`config.mk`:
```
export PLATFORM = sky130hd
export DESIGN_NAME = idc_doorbell
export DESIGN_NICKNAME = d
export VERILOG_FILES = /design/src/rtl/idc_pkg.sv /design/src/rtl/idc_ctrl.sv /design/src/rtl/idc_datapath.sv /design/src/rtl/idc_doorbell.sv
export SDC_FILE = /design/constraint.sdc
export NUM_CORES = 2
export LEC_CHECK = 0
export BUFFER_PORTS_ARGS = -buffer_cell sky130_fd_sc_hd__buf_2
export CORE_MARGIN = 4
export CORE_UTILIZATION = 35
export CTS_BUF_LIST = sky130_fd_sc_hd__clkbuf_2
export CTS_CLUSTER_DIAMETER = 50
export CTS_CLUSTER_SIZE = 24
export DETAILED_ROUTE_END_ITERATION = 10
export PLACE_DENSITY = 0.56
export SYNTH_ARGS = -nofsm -noshare
export SYNTH_HDL_FRONTEND = slang
export SYNTH_SLANG_ARGS = --single-unit
```
`constraint.sdc`:
```
create_clock -name clk -period 8 [get_ports clk]
set_input_delay 0 -clock clk [delete_from_list [all_inputs] [get_ports clk]]
set_output_delay 0 -clock clk [all_outputs]
set_load 0.03 [all_outputs]
```
`src/rtl/idc_pkg.sv`:
```
package idc_pkg;
  localparam int IDX_W = 2;

  typedef enum logic [2:0] {
    RD_NONE, RD_MSG, RD_EXT, RD_COMP, RD_CEXT, RD_BEN, RD_DEN, RD_DPEND
  } rdSel_e;

  typedef struct packed {
    logic             wrMsg;
    logic             wrExt;
    logic             wrComp;
    logic             wrCompExt;
    logic             wrBusyEn;
    logic             wrDoneEn;
    logic             wrDonePend;
    rdSel_e           rdSel;
    logic [IDX_W-1:0] srcIdx;
    logic [IDX_W-1:0] tgtIdx;
    logic [IDX_W-1:0] ownIdx;
  } strobe_t;
endpackage

```
`src/rtl/idc_ctrl.sv`:
```
module idc_ctrl
  import idc_pkg::*;
#(
  parameter int NUM_CORES = 3,
  parameter int ADDR_W    = 9
) (
  input  logic              busValid,
  input  logic              busWrite,
  input  logic [IDX_W-1:0]  busCore,
  input  logic [ADDR_W-1:0] busAddr,
  output strobe_t           strobes
);
  localparam logic [31:0] BANK_BYTES = 32'(16 * NUM_CORES);
  localparam logic [31:0] PAIR_BYTES = 32'(16 * NUM_CORES * NUM_CORES);
  localparam logic [31:0] MASK_BYTES = 32'(16 * NUM_CORES);

  logic [31:0] addrU;
  logic [31:0] bankNum;
  logic [31:0] entryNum;
  logic [31:0] regNum;
  logic [31:0] maskOff;
  rdSel_e      sel;
  logic        hit;

  always_comb begin
    strobes  = '0;
    sel      = RD_NONE;
    hit      = 1'b0;
    addrU    = 32'(busAddr);
    bankNum  = '0;
    entryNum = '0;
    regNum   = '0;
    maskOff  = '0;
    if (addrU < PAIR_BYTES) begin
      bankNum  = addrU / BANK_BYTES;
      entryNum = (addrU % BANK_BYTES) / 32'd16;
      regNum   = (addrU % 32'd16) / 32'd4;
      hit      = busValid && (bankNum == 32'(busCore));
      strobes.ownIdx = bankNum[IDX_W-1:0];
      case (regNum[1:0])
        2'd0: sel = RD_MSG;
        2'd1: sel = RD_EXT;
        2'd2: sel = RD_COMP;
        default: sel = RD_CEXT;
      endcase
      if (regNum[1]) begin
        strobes.srcIdx = entryNum[IDX_W-1:0];
        strobes.tgtIdx = bankNum[IDX_W-1:0];
      end else begin
        strobes.srcIdx = bankNum[IDX_W-1:0];
        strobes.tgtIdx = entryNum[IDX_W-1:0];
      end
    end else if (addrU < PAIR_BYTES + MASK_BYTES) begin
      maskOff = addrU - PAIR_BYTES;
      bankNum = maskOff / 32'd16;
      regNum  = (maskOff % 32'd16) / 32'd4;
      hit     = busValid && (bankNum == 32'(busCore)) && (regNum != 32'd3);
      strobes.ownIdx = bankNum[IDX_W-1:0];
      case (regNum[1:0])
        2'd0: sel = RD_BEN;
        2'd1: sel = RD_DEN;
        default: sel = RD_DPEND;
      endcase
    end

    if (hit) begin
      if (busWrite) begin
        strobes.wrMsg      = (sel == RD_MSG);
        strobes.wrExt      = (sel == RD_EXT);
        strobes.wrComp     = (sel == RD_COMP);
        strobes.wrCompExt  = (sel == RD_CEXT);
        strobes.wrBusyEn   = (sel == RD_BEN);
        strobes.wrDoneEn   = (sel == RD_DEN);
        strobes.wrDonePend = (sel == RD_DPEND);
      end else begin
        strobes.rdSel = sel;
      end
    end
  end
endmodule

```
`src/rtl/idc_datapath.sv`:
```
module idc_datapath
  import idc_pkg::*;
#(
  parameter int NUM_CORES = 3
) (
  input  logic                 clk,
  input  logic                 rstN,
  input  strobe_t              strobes,
  input  logic [31:0]          wdata,
  output logic [31:0]          rdata,
  output logic [NUM_CORES-1:0] irq
);
  localparam int PAIRS = NUM_CORES * NUM_CORES;

  logic [PAIRS-1:0] flagVec;   // index src*N+tgt
  logic [PAIRS-1:0] doneVec;   // index src*N+tgt
  logic [30:0]      msgArr  [PAIRS];
  logic [30:0]      compArr [PAIRS];
  logic [29:0]      extArr  [PAIRS];
  logic [29:0]      cextArr [PAIRS];
  logic [NUM_CORES-1:0] busyArr [NUM_CORES];
  logic [NUM_CORES-1:0] doneEnArr [NUM_CORES];

  for (genvar s = 0; s < NUM_CORES; s++) begin : gSrc
    for (genvar t = 0; t < NUM_CORES; t++) begin : gTgt
      logic        flagQ, doneQ, pairSel, setHit, clrHit, doneSet, doneClr;
      logic [30:0] msgQ, compQ;
      logic [29:0] extQ, cextQ;

      assign pairSel = (strobes.srcIdx == IDX_W'(s)) && (strobes.tgtIdx == IDX_W'(t));
      assign setHit  = pairSel && strobes.wrMsg && wdata[31];
      assign clrHit  = pairSel && strobes.wrComp && wdata[31];
      assign doneSet = clrHit && flagQ && doneEnArr[s][t];
      assign doneClr = strobes.wrDonePend && (strobes.ownIdx == IDX_W'(s)) && wdata[t];

      always_ff @(posedge clk) begin
        if (!rstN) begin
          flagQ <= 1'b0;
          doneQ <= 1'b0;
          msgQ  <= '0;
          compQ <= '0;
          extQ  <= '0;
          cextQ <= '0;
        end else begin
          if (setHit)      flagQ <= 1'b1;
          else if (clrHit) flagQ <= 1'b0;
          if (doneSet)      doneQ <= 1'b1;
          else if (doneClr) doneQ <= 1'b0;
          if (pairSel && strobes.wrMsg)     msgQ  <= wdata[30:0];
          if (pairSel && strobes.wrComp)    compQ <= wdata[30:0];
          if (pairSel && strobes.wrExt)     extQ  <= wdata[29:0];
          if (pairSel && strobes.wrCompExt) cextQ <= wdata[29:0];
        end
      end

      assign flagVec[s*NUM_CORES+t] = flagQ;
      assign doneVec[s*NUM_CORES+t] = doneQ;
      assign msgArr[s*NUM_CORES+t]  = msgQ;
      assign compArr[s*NUM_CORES+t] = compQ;
      assign extArr[s*NUM_CORES+t]  = extQ;
      assign cextArr[s*NUM_CORES+t] = cextQ;
    end
  end

  for (genvar c = 0; c < NUM_CORES; c++) begin : gCore
    logic [NUM_CORES-1:0] busyQ, doneEnQ;
    logic                 lineHit;
    logic                 ownSel;

    assign ownSel = (strobes.ownIdx == IDX_W'(c));

    always_ff @(posedge clk) begin
      if (!rstN) begin
        busyQ   <= '0;
        doneEnQ <= '0;
      end else begin
        if (ownSel && strobes.wrBusyEn) busyQ   <= wdata[NUM_CORES-1:0];
        if (ownSel && strobes.wrDoneEn) doneEnQ <= wdata[NUM_CORES-1:0];
      end
    end

    assign busyArr[c]   = busyQ;
    assign doneEnArr[c] = doneEnQ;

    always_comb begin
      lineHit = 1'b0;
      for (int s = 0; s < NUM_CORES; s++) begin
        lineHit = lineHit | (flagVec[s*NUM_CORES+c] & busyQ[s]) | doneVec[c*NUM_CORES+s];
      end
    end
    assign irq[c] = lineHit;
  end

  logic [31:0] pairIdx;
  logic [31:0] ownNum;

  always_comb begin
    pairIdx = 32'(strobes.srcIdx) * 32'(NUM_CORES) + 32'(strobes.tgtIdx);
    ownNum  = 32'(strobes.ownIdx);
    rdata   = '0;
    if (pairIdx < 32'(PAIRS) && ownNum < 32'(NUM_CORES)) begin
      case (strobes.rdSel)
        RD_MSG:  rdata = {flagVec[pairIdx], msgArr[pairIdx]};
        RD_EXT:  rdata = {2'b00, extArr[pairIdx]};
        RD_COMP: rdata = {flagVec[pairIdx], compArr[pairIdx]};
        RD_CEXT: rdata = {2'b00, cextArr[pairIdx]};
        RD_BEN:  rdata = 32'(busyArr[ownNum]);
        RD_DEN:  rdata = 32'(doneEnArr[ownNum]);
        RD_DPEND: begin
          for (int t = 0; t < NUM_CORES; t++) rdata[t] = doneVec[ownNum*NUM_CORES+t];
        end
        default: rdata = '0;
      endcase
    end
  end
endmodule

```
`src/rtl/idc_doorbell.sv`:
```
module idc_doorbell
  import idc_pkg::*;
#(
  parameter int NUM_CORES = 3,
  parameter int ADDR_W    = 9
) (
  input  logic                 clk,
  input  logic                 rstN,
  input  logic                 busValid,
  input  logic                 busWrite,
  input  logic [IDX_W-1:0]     busCore,
  input  logic [ADDR_W-1:0]    busAddr,
  input  logic [31:0]          busWdata,
  output logic [31:0]          busRdata,
  output logic [NUM_CORES-1:0] irq
);
  strobe_t strobes;

  idc_ctrl #(.NUM_CORES(NUM_CORES), .ADDR_W(ADDR_W)) uCtrl (
    .busValid(busValid),
    .busWrite(busWrite),
    .busCore (busCore),
    .busAddr (busAddr),
    .strobes (strobes)
  );

  idc_datapath #(.NUM_CORES(NUM_CORES)) uData (
    .clk    (clk),
    .rstN   (rstN),
    .strobes(strobes),
    .wdata  (busWdata),
    .rdata  (busRdata),
    .irq    (irq)
  );
endmodule

```
### After elaboration in Yosys (flattened, before gate mapping)

Index checks and enable logic that the tools add are counted.

* $mul: 2
* reduce and logical (&&, ||, !) cells: 126
* shifts and indexed selects: 0
* magnitude comparators: 10
* add/subtract/negate cells: 4
* bitwise logic cells: 26
* divide/modulo/power cells: 2
* multiplexer cells: 78
* equal/unequal tests: 26

Operators with widths (count)
* binary-select mux 31 bit (select 4 bit): 2
* binary-select mux 30 bit (select 4 bit): 2
* 2-to-1 mux 31 bit: 4
* 2-to-1 mux 30 bit: 4
* case mux 29 bit (4 select lines): 1
* logical AND 1 bit: 103
* less-than comparator 32 x 5 -> 1 bit, second input constant: 3
* 2-to-1 mux 1 bit: 42
* nonzero test 2 bit: 18
* >= comparator 33 x 3 -> 1 bit, second input constant: 1
* >= comparator 33 x 5 -> 1 bit, second input constant: 1
* NOT 2 -> 33 bit: 1
* NOT 32 -> 33 bit: 1
* divider 9 x 6 -> 32 bit, second input constant: 1
* equality test 32 x 2 -> 1 bit: 1
* less-than comparator 32 x 4 -> 1 bit, second input constant: 1
* remainder unit 9 x 6 -> 32 bit, second input constant: 1
* 2-to-1 mux 32 bit: 1
* equality test 28 x 2 -> 1 bit: 1
* equality test 3 bit, second input constant: 8
* 2-to-1 mux 3 bit: 7
* case mux 3 bit (7 select lines): 1
* less-than comparator 9 x 8 -> 1 bit, second input constant: 2
* binary-select mux 1 bit (select 4 bit): 4
* 22 further kinds: 63

* output and inout bits: 35
* bits in latches: 0
* bits in writable memories: 0
* memory bits (read-only): 0
* memories kept: 0
* input port bits: 47
* bits in registers: 1134

### Logic depth before layout (Yosys ltp)

* depth in word-level cells: 13
* depth in mapped cells: 32

### Cells and area by module

From an unflattened synthesis, not the netlist that was laid out.

* cells, all modules: 6178
* area total of the unflattened synthesis: 52955.8 µm²

By module, submodules not included
* idc_datapath: cells each 6074, area an instance 52210.1 µm², times used 1
* idc_ctrl: cells each 104, area an instance 745.7 µm², times used 1

### Least setup slack after synthesis

No wires, ideal clock.

* path type: input to output
* from: in busAddr[5]
* to: out busRdata[31]
* buffers on the path: 8
* stages: 28
* arrival: 7332 ps
* path slack: 668 ps
* path through: buf_2 inv_1 ha_1 buf_4 and2b_4 a21oi_1 ha_1 nand3b_1 a21oi_1 a211o_1 nor4_2 or3_1 clkbuf_1 nand3_1 o21ai_0 a221o_1 nand2_1 fa_1 inv_1 ha_1 clkbuf_1 buf_2 buf_1 clkbuf_1 buf_1 mux4_2 mux2i_1 a2111oi_0

* cells in the longest elaborated chain, start to end: 10
* elaborated cells between the ends (all ways): 33

Ends and longest elaborated chain
* start: declaration: RTL line idc_doorbell.sv:12 `input logic [ADDR_W-1:0] busAddr,`
* branches (longest 9 deep; another with divider 9 x 6 -> 32 bit)
* 2-to-1 mux 32 bit *: RTL line idc_datapath.sv:101 `if (pairIdx < 32'(PAIRS) && ownNum < 32'(NUM_CORES)) begin`
* end: declaration: RTL line idc_doorbell.sv:14 `output logic [31:0] busRdata,`

Every way passes the cells marked *. The select of a mux whose other input is x is not followed.

### Worst setup path in the final report

* from: in busAddr[4]
* to: out busRdata[15]

* cells in the longest elaborated chain, start to end: 11
* elaborated cells between the ends (all ways): 44

Ends and longest elaborated chain (RTL line)
* branches (longest 10 deep; another with divider 9 x 6 -> 32 bit)
* 2-to-1 mux 32 bit *: idc_datapath.sv:101

Marks and branches as above.

==> impl_metrics.py <==
metrics = {
    "run_status": {
        "status": "completed",
    },
    "floorplanning": {
        "core_um2": 146000,
        "rows": 140,
        "die_y_um": 391,
        "num_io_pins": 82,
        "dieArea_um2": 153000,
        "die_w_um": 391,
        "initial_core_util_pct": 35.2,
    },
    "global_routing": {
        "antenna_found_initial": 4,
        "globalRoute.totalOverflow": 0,
        "grt_pass1_wl_mm": 234,
        "grt_max_degree": 216,
        "grtUsageTotal_pct": 19.9,
        "grt_pass1_vias": 36500,
    },
    "power_and_ir_drop": {
        "total_leakage_power_nw": 22.5,
        "power_mw": 10.2,
        "ir_worst_vdd_v": 0.000125,
        "power_density_nw_per_um2": 180,
    },
    "worst_setup_path": {
        "cp.arrival_ps": 7650,
        "critPathLaunchType": "input pin",
        "cp-end-kind": "primary output",
        "worstPathBufferInverterCount": 8,
        "critPathRequiredTime_ps": 8000,
        "cp_max_fo": 25,
        "crit_family": "adder cells",
        "path_class": "input pin to primary output",
        "crit_path_max_incr_delay_ps": 940,
        "cp_slowest_cell": "fa_4",
        "cpMostUsedCell": "inv_1",
    },
    "layout": {
        "final_common_cell": "nand2_1",
        "post-route-util_pct": 38.8,
        "layout_common_cells": "1226 x nand2_1, 1134 x dfxtp_1, 1115 x mux2i_1",
        "nNetsFinal": 4915,
        "syn_to_final_growth_pct": 10.3,
        "drive_gt1_share_pct": 17.2,
    },
    "route": {
        "drt-pass1-iter-count": 5,
        "drt-initial-drc-count": 3396,
        "vias": 36900,
        "post_drt_wl_per_cell_um": 22.7,
        "ant_nets": 0,
        "wl_mm": 156,
        "drc": 0,
        "viasPerCell": 5.37,
    },
    "synthesis": {
        "yosysUniqueCellTypes": 72,
        "async_flop_share_pct": 0,
        "ys_seq_area_share_pct": 44.3,
        "synth_edf_count": 0,
        "synthCells": 4878,
        "synthFlopType": "dfxtp_1",
        "ys_ff_latch": 1134,
        "synth_fp_nets": 4947,
        "syn_avg_cell_area_um2": 10.5,
        "yosysWarnings": 0,
        "synth_area_um2": 51300,
    },
    "placed_design": {
        "gp_congestion": 0.833,
        "io_buffers": 79,
        "dp_hpwl_mm": 84.7,
    },
    "sta": {
        "setup_viol": 0,
        "final-hold-violation-count": 0,
        "max-slew-margin-rel_pct": 13.2,
        "fin_crit_ps": 7650,
        "drv_slew": 0,
        "tns_ps": 0,
        "finalCritPeriodShare_pct": 95.7,
        "worst_slew_pin_slew_ps": 1300,
        "fmax_mhz": 131,
        "rsz0062_at_grt": "false",
        "skew_ps": 82.0,
    },
    "clocking": {
        "clk_pin_slew_ps": 270,
        "cts-htree-levels": 3,
        "cts_buffers": 116,
        "clk_latency_ps": 1490,
        "cts-root-buf": "clkbuf_2",
        "numClockSinks": 1134,
        "cts_tree": "built",
        "clk_path_buf_depth": 3,
    },
    "min_path": {
        "hp-class": "input pin to register",
    },
    "job": {
        "maxCapViolations": 0,
    },
}
## cells by family (layout without fill, tap and decap cells)
family / count (synthesis) / in the layout / share of synthesized area [%]
mux: 1480 / 1480 / 35.5
simple gates: 1431 / 1431 / 11.0
flops: 1134 / 1134 / 44.3
buf+inv: 500 / 570 / 4.22
compound gates: 304 / 304 / 4.23
fa+ha+maj: 22 / 22 / 0.566
xor+xnor: 7 / 7 / 0.134
other cells: 0 / 7 / 0
## cells in the mapped netlist (6+ instances only)
library cell     n  area share, %
nand2_1       1236            9.1
dfxtp_1       1134             44
o211ai_1        12           0.18
buf_4           39           0.57
inv_1           12          0.088
nor3_1           9          0.088
buf_6            6           0.13
a221oi_1        22           0.38
a22oi_1         95            1.4
mux4_2         260             11
o21ai_0         28           0.27
mux2_2         104            2.3
ha_1            20           0.49
nand2b_1         9           0.11
or2_2            8          0.098
nor2_1          74           0.54
buf_1           33           0.24
mux2i_1       1115             22
o22ai_1         34           0.42
clkbuf_1       332            2.4
nand3_1         41           0.40
a21oi_1         39           0.38
nor4_1          11           0.13
o311ai_0        10           0.17
a22o_1          14           0.24
buf_2           75           0.73
o31ai_1          9           0.13
## layout make-up
cell class	count	area, um^2
fill	14100	89000
multi-input combinational	3244	26700
sequential	1134	22700
timing repair buffer	335	3030
tap	1917	2400
clock inverter	102	1050
clock buffer	118	591
inverter	15	56.3
antenna	7	17.5
## registers in the layout (all words and copies together), names as in the netlist
register,cells
uData.gCore.busyQ,9
uData.gCore.doneEnQ,9
uData.gSrc.gTgt.cextQ,270
uData.gSrc.gTgt.compQ,279
uData.gSrc.gTgt.doneQ,9
uData.gSrc.gTgt.extQ,270
uData.gSrc.gTgt.flagQ,9
uData.gSrc.gTgt.msgQ,279
## tightest hold or removal path, delay by kind of cell
family | cells | cell delay (ps)
buffers and inverters | 2 | 770
multiplexers | 1 | 130
AND/OR/NAND/NOR | 4 | 700
## power by group
group          switching, mW  total, mW  internal [mW]
Sequential          0.000590       5.67           5.67
Clock                   2.33       3.23          0.906
Combinational          0.797       1.26          0.466
Total                   3.12       10.2           7.04
## timing repair
item,CTS,global route
resized for setup,0,11
endpoints found under the hold margin,1134,0
setup endpoints to repair,0,32
setup buffers,0,4
hold buffers,128,0
## through the flow
| stage | hold WS (ps) | instances | area [um^2] | worst slack [ps] |
|---|---|---|---|---|
| finish | 156 | 6872 | 56500 | 346 |
| global route | 58.5 | 6871 | 56500 | 29.7 |
| CTS | 0.391 | 6859 | 56400 | 79.8 |
| detailed placement | 376 | 6511 | 53400 | 625 |
| global placement | 370 | 6511 | 53400 | 621 |
| floorplan | 130 | 4878 | 51300 | 668 |
## path summary, 6_finish.rpt
path,start,slack (ps),to,cells after the start
worst max-delay path,busAddr[4],350,busRdata[15],30
worst min-delay path,busAddr[6],160,uData.gCore[0].busyQ[2]$_SDFFE_PN0P_,7
worst max register to register,uData.gCore[1].doneEnQ[2]$_SDFFE_PN0P_,6180,uData.gCore[1].doneEnQ[2]$_SDFFE_PN0P_,4
worst min register to register,uData.gSrc[2].gTgt[1].cextQ[11]$_SDFFE_PN0P_,470,uData.gSrc[2].gTgt[1].cextQ[11]$_SDFFE_PN0P_,2
## per-layer routing
layer / global-route usage [%] / wire, um
met5: 0 / 0
met4: 5.42 / 4540
met2: 31.3 / 69700
met1: 28.1 / 73100
met3: 3.49 / 8980
Power figures use the tool's default switching activity.
